$ cat config.mk
export PLATFORM = sky130hd
export DESIGN_NAME = prio_bus_arbiter
export DESIGN_NICKNAME = d
export VERILOG_FILES = /design/src/rtl/arb_pkg.sv /design/src/rtl/arb_reset_sync.sv /design/src/rtl/arb_req_sample.sv /design/src/rtl/arb_dma_rank.sv /design/src/rtl/arb_winner_pick.sv /design/src/rtl/prio_bus_arbiter.sv
export SDC_FILE = /design/constraint.sdc
export NUM_CORES = 1
export LEC_CHECK = 0
export CORE_UTILIZATION = 30
export CTS_CLUSTER_DIAMETER = 150
export DETAILED_ROUTE_END_ITERATION = 12
export DONT_BUFFER_PORTS = 1
export HOLD_SLACK_MARGIN = 0.06
export PLACE_DENSITY = 0.5
export REMOVE_ABC_BUFFERS = 1
export SLEW_MARGIN = 20
export SYNTH_ARGS = -nofsm -noshare
export SYNTH_HDL_FRONTEND = slang
export SYNTH_HIERARCHICAL = 1
export SYNTH_SLANG_ARGS = --single-unit
$ cat constraint.sdc
create_clock -name clk -period 1.1 [get_ports clk]
set_input_delay 0.055 -clock clk [delete_from_list [all_inputs] [get_ports clk]]
set_output_delay 0.055 -clock clk [all_outputs]
set_load 0.005 [all_outputs]
$ cat src/rtl/arb_pkg.sv
package arb_pkg;
  localparam int NUM_SRC = 4;
  localparam int SRC_W   = $clog2(NUM_SRC);

  typedef enum logic [SRC_W-1:0] {
    SRC_EXT   = 2'd0,
    SRC_DMA_A = 2'd1,
    SRC_DMA_B = 2'd2,
    SRC_CPU   = 2'd3
  } src_e;
endpackage

$ cat src/rtl/arb_reset_sync.sv
module arb_reset_sync #(
  parameter int STAGES = 2
) (
  input  logic clk,
  input  logic rst_n,
  output logic rst_sync_n
);
  logic [STAGES-1:0] chain_q;
  logic [STAGES-1:0] chain_d;

  always_comb begin
    chain_d = {chain_q[STAGES-2:0], 1'b1};
  end

  always_ff @(posedge clk or negedge rst_n) begin
    if (!rst_n) chain_q <= '0;
    else        chain_q <= chain_d;
  end

  assign rst_sync_n = chain_q[STAGES-1];
endmodule

$ cat src/rtl/arb_req_sample.sv
module arb_req_sample #(
  parameter int WIDTH = 4
) (
  input  logic             clk,
  input  logic             rst_n,
  input  logic [WIDTH-1:0] req_raw,
  output logic [WIDTH-1:0] req_q
);
  logic [WIDTH-1:0] req_d;

  always_comb begin
    req_d = req_raw;
  end

  always_ff @(posedge clk or negedge rst_n) begin
    if (!rst_n) req_q <= '0;
    else        req_q <= req_d;
  end
endmodule

$ cat src/rtl/arb_dma_rank.sv
module arb_dma_rank #(
  parameter int LVL_W = 3
) (
  input  logic [LVL_W-1:0] lvl_a,
  input  logic [LVL_W-1:0] lvl_b,
  output logic             a_first
);
  // ties resolve toward channel A
  always_comb begin
    a_first = (lvl_a >= lvl_b);
  end
endmodule

$ cat src/rtl/arb_winner_pick.sv
module arb_winner_pick
  import arb_pkg::*;
(
  input  logic [NUM_SRC-1:0] req_q,
  input  logic               a_first,
  output logic               any_req,
  output logic [NUM_SRC-1:0] win_oh
);
  logic [SRC_W-1:0] order [NUM_SRC];

  always_comb begin
    order[0] = SRC_EXT;
    order[1] = a_first ? SRC_DMA_A : SRC_DMA_B;
    order[2] = a_first ? SRC_DMA_B : SRC_DMA_A;
    order[3] = SRC_CPU;
  end

  always_comb begin
    win_oh  = '0;
    any_req = 1'b0;
    for (int i = 0; i < NUM_SRC; i++) begin
      if (!any_req && req_q[order[i]]) begin
        win_oh[order[i]] = 1'b1;
        any_req          = 1'b1;
      end
    end
  end
endmodule

$ cat src/rtl/prio_bus_arbiter.sv
module prio_bus_arbiter
  import arb_pkg::*;
#(
  parameter int LVL_W = 3
) (
  input  logic               clk,
  input  logic               rst_n,
  input  logic               ext_req,
  input  logic               dma_a_req,
  input  logic               dma_b_req,
  input  logic               cpu_req,
  input  logic [LVL_W-1:0]   dma_a_level,
  input  logic [LVL_W-1:0]   dma_b_level,
  input  logic               cycle_end,
  input  logic               op_last,
  input  logic               rmw_read,
  output logic [NUM_SRC-1:0] grant,
  output logic               bus_busy
);
  logic               rst_sync_n;
  logic [NUM_SRC-1:0] req_raw;
  logic [NUM_SRC-1:0] req_q;
  logic               a_first;
  logic               any_req;
  logic [NUM_SRC-1:0] win_oh;
  logic [NUM_SRC-1:0] grant_q;
  logic [NUM_SRC-1:0] grant_d;
  logic               grant_en;
  logic               owner_active;
  logic               boundary;
  logic               window;

  arb_reset_sync #(.STAGES(2)) u_rst (
    .clk        (clk),
    .rst_n      (rst_n),
    .rst_sync_n (rst_sync_n)
  );

  always_comb begin
    req_raw            = '0;
    req_raw[SRC_EXT]   = ext_req;
    req_raw[SRC_DMA_A] = dma_a_req;
    req_raw[SRC_DMA_B] = dma_b_req;
    req_raw[SRC_CPU]   = cpu_req;
  end

  arb_req_sample #(.WIDTH(NUM_SRC)) u_samp (
    .clk     (clk),
    .rst_n   (rst_sync_n),
    .req_raw (req_raw),
    .req_q   (req_q)
  );

  arb_dma_rank #(.LVL_W(LVL_W)) u_rank (
    .lvl_a   (dma_a_level),
    .lvl_b   (dma_b_level),
    .a_first (a_first)
  );

  arb_winner_pick u_pick (
    .req_q   (req_q),
    .a_first (a_first),
    .any_req (any_req),
    .win_oh  (win_oh)
  );

  // next-state: an idle owner or a clean operand boundary opens the window
  always_comb begin
    owner_active = |(grant_q & req_q);
    boundary     = cycle_end & op_last & ~rmw_read;
    window       = ~owner_active | boundary;
    grant_en     = window & any_req;
    grant_d      = win_oh;
  end

  always_ff @(posedge clk or negedge rst_sync_n) begin
    if (!rst_sync_n)   grant_q <= '0;
    else if (grant_en) grant_q <= grant_d;
  end

  assign grant    = grant_q;
  assign bus_busy = owner_active;
endmodule

==> results of run 1 <==
Yosys cell counts:
master / instances / area share
a211oi_1: 1 / 0.014
a21oi_1: 1 / 0.0094
a22o_1: 1 / 0.016
a22o_2: 1 / 0.019
a311o_1: 4 / 0.075
buf_1: 1 / 0.0070
buf_4: 1 / 0.014
buf_6: 1 / 0.021
conb_1: 1 / 0.0070
dfrtp_1: 10 / 0.47
ha_1: 3 / 0.070
inv_1: 9 / 0.063
nand2_1: 5 / 0.035
nand3b_1: 1 / 0.014
nor2b_1: 1 / 0.012
nor3_1: 4 / 0.037
nor4b_1: 1 / 0.016
o211a_1: 1 / 0.019
o21ai_1: 1 / 0.0094
o22ai_1: 4 / 0.047
or2_1: 1 / 0.012
or4_1: 1 / 0.014
kinds of logic after synthesis:
family                   after synthesis  synth area share
AO/OA/AOI/OAI                         14             0.208
other                                  1           0.00702
buffers and inverters                 12             0.105
AND/OR/NAND/NOR                       14             0.141
flip-flops                            10             0.468
adder cells (fa/ha/maj)                3            0.0703
sequential cells by signal (all words and copies together) (netlist names):
| signal | count |
|---|---|
| grant | 4 |
| u_rst/chain_q | 2 |
| u_samp/req_q | 4 |
through the flow:
step	setup slack [ns]	instances
4_1_cts	-0.439	95
5_1_grt	-0.490	95
6_report	-0.453	95
3_3_place_gp	-0.492	81
2_1_floorplan	-0.487	51
3_5_place_dp	-0.504	81
final timing paths:
check | start | to | slack (ns) | depth (start not counted)
setup / recovery | u_samp/req_q[0]$_DFF_PN0_ | grant[0]$_DFFE_PN0P_ | -0.45 | 5
max in group asynchronous | rst_n | u_rst/chain_q[0]$_DFF_PN0_ | 0.43 | 2
hold / removal | u_rst/chain_q[1]$_DFF_PN0_ | grant[1]$_DFFE_PN0P_ | 0.14 | 0
setup reg to reg | u_samp/req_q[0]$_DFF_PN0_ | grant[0]$_DFFE_PN0P_ | -0.45 | 5
hold reg to reg | u_rst/chain_q[1]$_DFF_PN0_ | grant[1]$_DFFE_PN0P_ | 0.14 | 0
min in group clk | op_last | grant[2]$_DFFE_PN0P_ | 0.26 | 2
layout by cell type, fill, tap and decap left out:
cell / n
inv_1: 9
buf_6: 3
nor3_1: 3
o22ai_1: 4
a22o_1: 1
nand2_1: 2
ha_1: 3
a22o_4: 1
nand3b_1: 1
nor4b_2: 1
nor3_2: 1
dfrtp_1: 10
buf_4: 15
dlygate4sd3_1: 6
clkbuf_8: 1
a311o_1: 4
clkbuf_4: 3
a211oi_1: 1
or4_4: 1
nand2_2: 2
o211a_1: 1
nor2b_1: 1
nand2_4: 1
o21ai_1: 1
conb_1: 1
or2_4: 1
a21oi_1: 1
area by class of cell:
type                       instances  area (sq um)
tap                               16          20.0
clock buffer                       4          36.3
timing repair buffer              24           206
multi-input combinational         32           265
fill                             149           764
sequential                        10           250
inverter                           9          33.8
layer usage:
metal,global-route usage,routed length (um),up-vias
li1,-,-,244
met1,0.168,510,220
met2,0.215,556,20
met3,0.0694,89,0
met4,0.0364,0,0
met5,0,0,-
timing repair:
item | 4_1_cts | 5_1_grt
gates resized for setup | 7 | 5
buffers inserted | 4 | 0
endpoints found under the setup margin | 5 | 5
pin swaps | 5 | 1
endpoints found under the hold margin | 6 | 0
hold buffers | 6 | 0
report_power, final:
group,leakage (nW),internal (mW),switching [mW]
logic,0.256,0.356,0.216
registers,0.122,0.425,0.0432
clock network,0.0210,0.201,0.126
==> results.cfg, run 1 <==
[synthesis]
synth_cell_type_count = 22
synthCells = 54
synth_warnings = 6
yosysSeqAreaShare = 0.468
synth.avg_cell_area_sq_um = 9.89
syn_area_sq_um = 534
ys_ff_latch = 10

[clock_network]
htreeDepth = 1
cts-root-buf = clkbuf_4
clock_sinks = 10
clk_latency_ns = 0.27
path_clk_slew_ns = 0.07
numCtsBuffers = 3
cts_tree = yes
clockBufferDepth = 2

[timing]
skew_ns = 0.00861
setup_viol = 5
grt_setup_unrepaired = true
timing.fmax_ghz = 0.644
setup_ws_ns = -0.453
fin_crit_ns = 1.55
min_period_over_period = 1.41
drv_slew = 0
hold_viol_final = 0
timing.hold.ws_ns = 0.136
final.setup.tns_ns = -2.21

[placement]
placed_area_sq_um = 637
hpwl_um = 808
io_buffer_count = 0
place.gp.congestion = 0.813

[floorplan]
rows = 14
core_area_sq_mm = 0.00158
die-area_sq_mm = 0.00195
dieWidth_um = 44.2
start_util = 0.339
die_y_um = 44.2
ios = 20

[power]
p_leak_nw = 0.399
vdd_ir_drop_max_mv = 0.906
total_power_mw = 1.37
powerDensity_mw_per_mm2 = 1680

[critical_path]
cp-start-kind = register
critPathRequiredTime_ns = 1.26
crit_family = compound AO/OA/AOI/OAI gates
crit_path_cell_trace = buf_6 > a22o_1 > or2_4 > buf_4 > a311o_1
end_kind = register
crit_buf_inv = 2
cpPeakStageDelay_ns = 0.39
worstSetupPathType = reg2reg
slowest_stage = dfrtp_1
cp.arrival_ns = 1.71
path_max_fanout = 3

[final_layout]
utilization = 0.515
drive_above_1_share = 0.380
nets = 98
area_delta_synth_final_pct = 52.0
antenna_cells = 0
final_area_sq_um = 812

[global_routing]
grt-ovfl-total = 0
grt_max_degree = 9
antenna_found_initial = 0
grt_pass1_vias = 465
grt_first_pass_wirelength_um = 1910
grt_usage = 0.137

[routing]
vias = 484
drt_iter0_drc = 12
routed_wl_um = 1160
via_per_inst = 5.09
route.detailed.drc = 1
wl_per_cell_um = 12.2
ant_nets = 0
firstDrtPassIters = 10

[run_status]
violations = design-rule violations, negative setup slack
status = finished with violations

[run]
cap_violations = 0

[hold_path]
min_path_type = reg2async
No activity file was read; power rests on OpenSTA's default activity.
==> run 2: changes to the inputs <==
--- a/config.mk
+++ b/config.mk
@@ -5,12 +5,12 @@
 export SDC_FILE = /design/constraint.sdc
 export NUM_CORES = 1
 export LEC_CHECK = 0
+export BUFFER_PORTS_ARGS = -buffer_cell sky130_fd_sc_hd__buf_2
 export CORE_UTILIZATION = 30
 export CTS_CLUSTER_DIAMETER = 150
 export DETAILED_ROUTE_END_ITERATION = 12
-export DONT_BUFFER_PORTS = 1
 export HOLD_SLACK_MARGIN = 0.06
-export PLACE_DENSITY = 0.5
+export PLACE_DENSITY = 0.6
 export REMOVE_ABC_BUFFERS = 1
 export SLEW_MARGIN = 20
 export SYNTH_ARGS = -nofsm -noshare
==> results.cfg, run 2 (synthesis gave the netlist of run 1 again) <==
[power]
powerDensity_mw_per_mm2 = 1590
vdd_ir_drop_max_mv = 0.720
p_leak_nw = 0.439

[final_layout]
nets = 110
mostFrequentLayoutCells = buf_2, dfrtp_1, buf_4, inv_1, dlygate4sd3_1
antenna_cells = 0
fin_cells = 107
final_common_cell = buf_2
drive_above_1_share = 0.440
area_delta_synth_final_pct = 56.4

[timing]
drv_slew = 0
min_period_over_period = 1.39
setup_ws_ns = -0.434
timing.fmax_ghz = 0.652
setup_viol = 5
hold_viol_final = 0
skew_ns = 0.0102
fin_crit_ns = 1.53
grt_setup_unrepaired = true
final.setup.tns_ns = -2.09

[routing]
via_per_inst = 5.03
routed_wl_um = 1270
firstDrtPassIters = 6
highest_layer = met4
drt_iter0_drc = 7
ant_nets = 0
met3_length_um = 46
met1_length_um = 538
wl_per_cell_um = 11.9
vias = 538
dr_wl_met2_um = 661
route.detailed.drc = 0

[critical_path]
cp.arrival_ns = 1.70
cpPeakStageDelay_ns = 0.58
end_kind = register
crit_buf_inv = 0
crit_family = simple AND/OR/NAND/NOR gates
critPathRequiredTime_ns = 1.26
r2r-start = u_samp/req_q[1]$_DFF_PN0_
cp-start-kind = register
worstRegToRegCells = 4
crit_path_cell_trace = or4_4 > nand2_1 > nor3_1 > a311o_1
worstSetupPathType = reg2reg
reg2reg_slack_ns = -0.43
path_max_fanout = 6
reg2reg_to = grant[2]$_DFFE_PN0P_
slowest_stage = or4_4

[floorplan]
dieWidth_um = 44.2
ios = 20
rows = 14
core_area_sq_mm = 0.00158
start_util = 0.339
die-area_sq_mm = 0.00195
die_y_um = 44.2

[placement]
hpwl_um = 942
place.gp.congestion = 0.728
dp_cells = 98
io_buffer_count = 19

[clock_network]
cts_setup_buffers = 0
numCtsBuffers = 3
clockBufferDepth = 2
path_clk_slew_ns = 0.07
cts_tree = yes
clk_latency_ns = 0.28
cts-root-buf = clkbuf_4
clock_sinks = 10
htreeDepth = 1

[global_routing]
grt-ovfl-total = 0
grt_usage = 0.156
grt_first_pass_wirelength_um = 2110
antenna_found_initial = 0
grt_max_degree = 9
grt_pass1_vias = 521

[run_status]
violations = negative setup slack
status = finished with violations

[run]
cap_violations = 0

[hold_path]
min_path_type = in2async
## run 2: worst max-delay path by stage
stage | start | to | slack [ns] | depth (start not counted)
finish | u_samp/req_q[1]$_DFF_PN0_ | grant[2]$_DFFE_PN0P_ | -0.43 | 4
floorplan | u_samp/req_q[2]$_DFF_PN0_ | grant[0]$_DFFE_PN0P_ | -0.49 | 4
CTS | u_samp/req_q[1]$_DFF_PN0_ | grant[1]$_DFFE_PN0P_ | -0.44 | 4
global placement | u_samp/req_q[2]$_DFF_PN0_ | grant[1]$_DFFE_PN0P_ | -0.48 | 4
detailed placement | u_samp/req_q[2]$_DFF_PN0_ | grant[1]$_DFFE_PN0P_ | -0.52 | 4
global route | u_samp/req_q[1]$_DFF_PN0_ | grant[0]$_DFFE_PN0P_ | -0.48 | 4
## run 2: what timing repair did
action	4_1_cts	5_1_grt
pin swaps	2	2
setup endpoints to repair	5	5
gates resized for setup	7	1
hold buffers	5	0
hold endpoints to repair	6	0
## run 2: through the flow
| stage | hold WS [ns] | util | total power, mW | area (sq um) | setup WS, ns |
|---|---|---|---|---|---|
| after floorplan | -0.241 | - | 0.662 | 512 | -0.487 |
| after global placement | -0.159 | 0.455 | 0.904 | 717 | -0.483 |
| after detailed placement | -0.154 | 0.455 | 0.913 | 717 | -0.523 |
| after CTS | 0.0895 | 0.528 | 1.33 | 832 | -0.439 |
| after global routing | 0.100 | 0.530 | 1.40 | 836 | -0.482 |
| final | 0.107 | 0.530 | 1.33 | 836 | -0.434 |
## run 2: worst register-to-register path: stages, from the launching register on
cell and delay (ns):
dfrtp_1 0.38, or4_4 0.58, nand2_1 0.11, nor3_1 0.05
a311o_1 0.31
## run 2: cell type report
class | count | area (sq um)
clock buffers | 4 | 36.3
well taps | 16 | 20.0
inverters | 9 | 33.8
flip-flops and latches | 10 | 250
fillers | 152 | 741
repair buffers | 36 | 249
multi-input cells | 32 | 246
## run 2: metal layers
metal / GRT usage / up-vias
li1: - / 266
met1: 0.169 / 257
met2: 0.256 / 11
met3: 0.0735 / 4
met4: 0.0727 / 0
met5: 0 / -
## run 2: where the power goes
group	internal [mW]	total, mW	switching, mW
combinational	0.306	0.521	0.214
sequential	0.425	0.465	0.0397
clock	0.201	0.340	0.139
total	0.933	1.33	0.393
